### src/rtl/bit_cmd_reg.sv
module bit_cmd_reg #(
  parameter int WIDTH = 32,
  localparam int IDXW = $clog2(WIDTH)
) (
  input  logic             clk,
  input  logic             rst_n,
  input  logic             cmd_valid,
  input  logic [2:0]       cmd_op,
  input  logic [IDXW-1:0]  cmd_idx,
  input  logic             wr_en,
  input  logic [WIDTH-1:0] wr_data,
  input  logic             hw_rdy_set,
  input  logic             hw_err_set,
  output logic [WIDTH-1:0] reg_q,
  output logic             rsp_valid,
  output logic             old_bit,
  output logic             zero_flag,
  output logic             collide,
  output logic             data_ready,
  output logic             error_flag,
  output logic             tx_enable
);
  localparam logic [2:0] OP_TEST = 3'd0, OP_SET = 3'd1, OP_CLR = 3'd2, OP_TGL = 3'd3,
                         OP_TSET = 3'd4, OP_TCLR = 3'd5, OP_TTGL = 3'd6;

  logic [WIDTH-1:0] mask, nxt;
  logic             cur_bit, is_test;

  assign mask    = {{(WIDTH-1){1'b0}}, 1'b1} << cmd_idx;
  assign cur_bit = reg_q[cmd_idx];
  assign is_test = cmd_valid && (cmd_op == OP_TEST || cmd_op == OP_TSET ||
                                 cmd_op == OP_TCLR || cmd_op == OP_TTGL);

  always_comb begin
    nxt = reg_q;
    if (cmd_valid) begin
      case (cmd_op)
        OP_SET, OP_TSET: nxt = reg_q | mask;
        OP_CLR, OP_TCLR: nxt = reg_q & ~mask;
        OP_TGL, OP_TTGL: nxt = reg_q ^ mask;
        default:         nxt = reg_q;
      endcase
    end else if (wr_en) begin
      nxt = wr_data;
    end
    nxt[0] = nxt[0] | hw_rdy_set;
    nxt[1] = nxt[1] | hw_err_set;
  end

  always_ff @(posedge clk) begin
    if (!rst_n) begin
      reg_q     <= '0;
      rsp_valid <= 1'b0;
      old_bit   <= 1'b0;
      zero_flag <= 1'b0;
      collide   <= 1'b0;
    end else begin
      reg_q     <= nxt;
      rsp_valid <= is_test;
      collide   <= cmd_valid && wr_en;
      if (is_test) begin
        old_bit   <= cur_bit;
        zero_flag <= ~cur_bit;
      end
    end
  end

  assign data_ready = reg_q[0];
  assign error_flag = reg_q[1];
  assign tx_enable  = reg_q[2];

  a_r3_test_keeps: assert property (@(posedge clk) disable iff (!rst_n)
    cmd_valid && cmd_op == OP_TEST && !hw_rdy_set && !hw_err_set |=> reg_q == $past(reg_q));

  a_r2_set_bit: assert property (@(posedge clk) disable iff (!rst_n)
    cmd_valid && (cmd_op == OP_SET || cmd_op == OP_TSET) |=> reg_q[$past(cmd_idx)]);

  a_r2_clear_bit: assert property (@(posedge clk) disable iff (!rst_n)
    cmd_valid && (cmd_op == OP_CLR || cmd_op == OP_TCLR) && !hw_rdy_set && !hw_err_set
    |=> !reg_q[$past(cmd_idx)]);

  a_r4_zero_reports_old: assert property (@(posedge clk) disable iff (!rst_n)
    is_test && !reg_q[cmd_idx] |=> rsp_valid && zero_flag && !old_bit);

  a_r7_collide: assert property (@(posedge clk) disable iff (!rst_n)
    cmd_valid && wr_en |=> collide);

  a_r8_hw_wins: assert property (@(posedge clk) disable iff (!rst_n)
    hw_rdy_set |=> data_ready);

  a_r10_reserved_quiet: assert property (@(posedge clk) disable iff (!rst_n)
    cmd_valid && cmd_op == 3'd7 && !hw_rdy_set && !hw_err_set
    |=> !rsp_valid && reg_q == $past(reg_q));
endmodule

### config.mk
export PLATFORM = sky130hd
export DESIGN_NAME = bit_cmd_reg
export DESIGN_NICKNAME = d
export VERILOG_FILES = /design/src/rtl/bit_cmd_reg.sv
export SDC_FILE = /design/constraint.sdc
export NUM_CORES = 1
export LEC_CHECK = 0
export ABC_AREA = 1
export BUFFER_PORTS_ARGS = -buffer_cell sky130_fd_sc_hd__buf_2
export CAP_MARGIN = 5
export CORE_ASPECT_RATIO = 0.9
export CORE_MARGIN = 3
export CORE_UTILIZATION = 57
export CTS_BUF_LIST = sky130_fd_sc_hd__clkbuf_4
export CTS_CLUSTER_DIAMETER = 40
export DETAILED_ROUTE_END_ITERATION = 8
export GPL_TIMING_DRIVEN = 0
export PLACE_DENSITY = 0.84
export SLEW_MARGIN = 15
export SYNTH_ARGS = -nofsm -noshare
export SYNTH_HDL_FRONTEND = slang
export SYNTH_SLANG_ARGS = --single-unit
### constraint.sdc
create_clock -name clk -period 2.5 [get_ports clk]
set_clock_uncertainty 0.05 [all_clocks]
set_input_delay 0.375 -clock clk [delete_from_list [all_inputs] [get_ports clk]]
set_output_delay 0.375 -clock clk [all_outputs]
set_load 0.005 [all_outputs]
Yosys cells after proc, flatten, opt, wreduce, memory -nomap -nowiden
Index checks and enable logic that the tools add are counted.

$add $sub $neg: 0. Multipliers: 0. Divide/modulo/power cells: 0. $lt $le $gt $ge: 1. Eq/ne operators: 7. Shifts and indexed selects: 1. Muxes and demuxes: 5. Bitwise logic cells: 7. Reduce and logical (&&, ||, !) cells: 11.

Operators by type and width (number): 32-bit case mux with 3 select lines (1); 32-bit 2-to-1 mux (2); 32-bit bitwise AND (1); 32-bit NOT (1); 32-bit OR (1); 1-bit by 5-bit << shifter with 32-bit output, first input constant (1); 32-bit XOR (1); 3-bit equality test, second input constant (3); 3-bit by 2-bit equality test with 1-bit output, second input constant (2); 5-bit by 6-bit less-than comparator with 1-bit output, second input constant (1); 2-bit OR reduction (3); 1-bit binary-select mux with 5-bit select (1); 4-bit by 1-bit != test with 1-bit output, second input constant (1); 3-bit by 1-bit equality test with 1-bit output, second input constant (1); 3-bit logical NOT (1); 1-bit logical OR (3); 1-bit logical AND (2); 1-bit OR (2); 2-bit AND reduction (1); 2-bit nonzero test (1); 1-bit 2-to-1 mux (1); 1-bit NOT (1).

Bits in registers: 36. Latch bits: 0. Memory bits (writable): 0. Memory bits (read-only): 0. Output and inout port bits: 39. Memories: 0.

Logic depth before layout (Yosys ltp)
Word-level depth: 6. Gate-level depth with buffers: 12. Mapped depth without buffers: 11.

Least setup slack after synthesis
OpenSTA, ideal clock, no wires.

Path type: input port to flip-flop. Start point: input port cmd_idx[3]. End point: register reg_q[1]. Setup time: 124 ps. Data arrival time: 1869 ps. Data required time: 2326 ps. Slack: 457 ps. Stages on the path: 11. Path buffers: 2. Path through: clkbuf_1 > clkinv_1 > clkbuf_1 > nand4_1 > ha_1 > nand2_1 > o21ai_0 > a21oi_1 > o21ai_0 > nand2_1 > a21oi_1.

Cells in the longest elaborated chain, start to end: 6.

Ends and longest elaborated chain: start: declaration (line 9) `input logic [IDXW-1:0] cmd_idx,`; 1-bit by 5-bit << shifter with 32-bit output (*) (line 29) `assign mask = {{(WIDTH-1){1'b0}}, 1'b1} << cmd_idx;`; 32-bit NOT (line 39) `OP_CLR, OP_TCLR: nxt = reg_q & ~mask;`; 32-bit bitwise AND (line 39); 32-bit case mux with 3 select lines (*) (line 37) `case (cmd_op)`; 32-bit 2-to-1 mux (*) (line 36) `if (cmd_valid) begin`; 1-bit OR (*) (line 47) `nxt[1] = nxt[1] | hw_err_set;`; end signal: assignment (line 58) `reg_q <= nxt;`; end: declaration (line 14) `output logic [WIDTH-1:0] reg_q,`.

Every way passes the cells marked *; elsewhere a longest branch is shown, timed or not. A chain may end at the register's enable or synchronous reset.

Worst setup path after layout
Start point: input port cmd_idx[3]. End point: register reg_q[0].

Cells in the longest elaborated chain, start to end: 6.

Ends and longest elaborated chain: 1-bit by 5-bit << shifter with 32-bit output (*) (line 29); 32-bit NOT (line 39); 32-bit bitwise AND (line 39); 32-bit case mux with 3 select lines (*) (line 37); 32-bit 2-to-1 mux (*) (line 36); 1-bit OR (*) (line 46) `nxt[0] = nxt[0] | hw_rdy_set;`.

Marks and branches as above.

==> impl_metrics.tcl <==
set metrics [dict create \
    power-per-cell-area_nw_per_um2 361.9 \
    wl_per_cell_um 14.49 \
    layout_common_cells "nand2_1 (228), buf_2 (92), inv_1 (69)" \
    firstDrtPassIters 5 \
    postCtsSetupRepairBufs 0 \
    crit_required_ns 2.70 \
    grt_start_max_net_pins 11 \
    place_hpwl_um 8599 \
    fmax_mhz 421.7 \
    antenna_cells 0 \
    start_util 0.5976 \
    io_buffers 79 \
    seq_area_um2 720.7 \
    ys_types 21 \
    yosysWarnings 0 \
    drive_gt1_frac 0.1633 \
    cts_inserted_buffers 5 \
    slowest_delay_ns 0.42 \
    hold_path.class "in2reg" \
    path_depth 11 \
    rsz0062_at_grt "false" \
    routed_wirelength_um 11200 \
    finish.net_count 795 \
    via_count 4157 \
    coreArea_um2 6216 \
    cts_resized 0 \
    critPathLaunchType "input pin" \
    ys_seq_area_frac 0.1940 \
    setup_viol 0 \
    clkTransAtPathRegs_ns 0.12 \
    cts_root_buffer "clkbuf_4" \
    syn_inst 599 \
    synthesis.area_um2 3715 \
    hold_viol 0 \
    slew_headroom 0.6212 \
    leakagePower_nw 2.242 \
    gr-total-overflow 0 \
    die_height_um 82.59 \
    finalCritPeriodShare 0.9485 \
    syn_area_per_cell_um2 6.202 \
    drtAntennaViolNets 0 \
    whs_ns 0.2056 \
    dp.cells 765 \
    reg2reg_depth 8 \
    cts_max_level 2 \
    synth_nets 709 \
    path_buf_inv 3 \
    ir_drop_v 0.0002505 \
    multi_input_area_um2 2535 \
    cts_hold_buf 0 \
    via_per_inst 5.378 \
    initialDrtViolationCount 202 \
    ys_seq_elements 36 \
    finalCriticalPeriod_ns 2.371 \
    clock_latency_ns 0.36 \
    ios 85 \
    critPathCaptureType "flip-flop" \
    arrival_ns 2.58 \
    cts_tree "yes" \
    worstMarginPinSlew_ns 0.5681 \
    crit_chain "clkbuf_1 > clkinv_1 > clkbuf_1 > nand4_1 > ha_1 > nand2_1 > o21ai_0 > a21oi_1 > o21ai_0 > nand2_1 > a21oi_1" \
    worstSetupPathType "in2reg" \
    cap_violations 0 \
    clockBufferDepth 2 \
    critPathMaxFanout 10 \
    syn2layout_area_growth_pct 15.09 \
    slew_violations 0 \
    drc 0 \
    antenna_found_initial 0 \
    mostFrequentLayoutCell "nand2_1" \
    fp.dieW_um 91.10 \
    outcome "finished, final reports clean" \
    grtUsageTotal 0.2971 \
    crit_path_top_delay_cell "clkinv_1" \
    critical_path.top_delay_family "buffers and inverters" \
    nFillCells 602 \
    rows 27 \
    worst_slack_ns 0.1287 \
    whs_path_depth 3 \
    pre_cts_slack_ns -0.09361 \
    gp_congestion 0.9737 \
    cts.sink_count 36 \
    grt_first_pass_wirelength_um 18120 \
    die_area_um2 7523 \
    fin_cells 773 \
    grt_pass1_vias 3960 \
]
==> logic make-up after synthesis <==
logic type | Yosys count | share of synthesized area
AO/OA/AOI/OAI | 44 | 0.08353
flip-flops | 36 | 0.1940
buffers and inverters | 112 | 0.1236
AND/OR/NAND/NOR | 343 | 0.3833
adder cells (fa/ha/maj) | 64 | 0.2156
==> through the flow <==
step	utilization	total power, mW	cell area, um2	setup TNS (ns)
5_1_grt	0.6878	1.659	4275	0
3_5_place_dp	0.6787	1.203	4219	-0.1543
6_report	0.6878	1.547	4275	0
2_1_floorplan	-	1.011	3715	0
4_1_cts	0.6878	1.548	4275	0
3_3_place_gp	0.6787	1.175	4219	-0.09259
==> registers in the layout (all words and copies together), names as in the netlist <==
signal     cells
reg_q         32
rsp_valid      1
zero_flag      1
collide        1
old_bit        1
==> cell type report <==
| type | count | share of cell area |
|---|---|---|
| sequential | 36 | 0.1686 |
| inverter | 76 | 0.06673 |
| clock buffer | 7 | 0.01229 |
| timing repair buffer | 79 | 0.09248 |
| multi-input combinational | 451 | 0.5929 |
| buffer | 36 | 0.04068 |
| tap | 87 | 0.02546 |
| clock inverter | 1 | 0.0008780 |
==> cells in the mapped netlist, drive strengths merged <==
cell type  instances  share of area
inv               72          0.073
nand2            229           0.23
clkinv             4         0.0040
nor2              33          0.034
dfxtp             36           0.19
a21oi              7          0.010
a221oi             2         0.0047
buf               23          0.034
o21ai              5         0.0077
ha                64           0.22
nand3             57          0.077
clkbuf            13          0.013
nand4             24          0.040
o211ai            30          0.061
==> power by group <==
| group | leakage, nW | switching (mW) | internal (mW) |
|---|---|---|---|
| clock network | 0.0338 | 0.216 | 0.130 |
| registers | 0.295 | 0.0496 | 0.614 |
| logic | 1.91 | 0.330 | 0.207 |
==> routing by layer <==
layer / global-route usage / part of all wire / vias to the layer above
met1: 0.3489 / 0.44 / 1914
met4: 0.09187 / 0.012 / 0
li1: - / - / 2088
met3: 0.05978 / 0.080 / 15
met5: 0 / 0 / -
met2: 0.5511 / 0.47 / 140
==> worst register-to-register path: cells and delay by family, from the launching register on <==
kind	cells	cell delay, ns
buffers and inverters	1	0.11
AO/OA/AOI/OAI	4	0.40
AND/OR/NAND/NOR	2	0.14
adder cells (fa/ha/maj)	1	0.30
flip-flops	1	0.43
==> path summary, 6_finish.rpt <==
kind	start	endpoint	slack, ns
setup / recovery	cmd_idx[3]	reg_q[0]	0.13
hold / removal	wr_en	collide	0.21
setup reg to reg	reg_q[0]	reg_q[0]	0.95
hold reg to reg	zero_flag	zero_flag	0.44
Power figures use the tool's default switching activity.
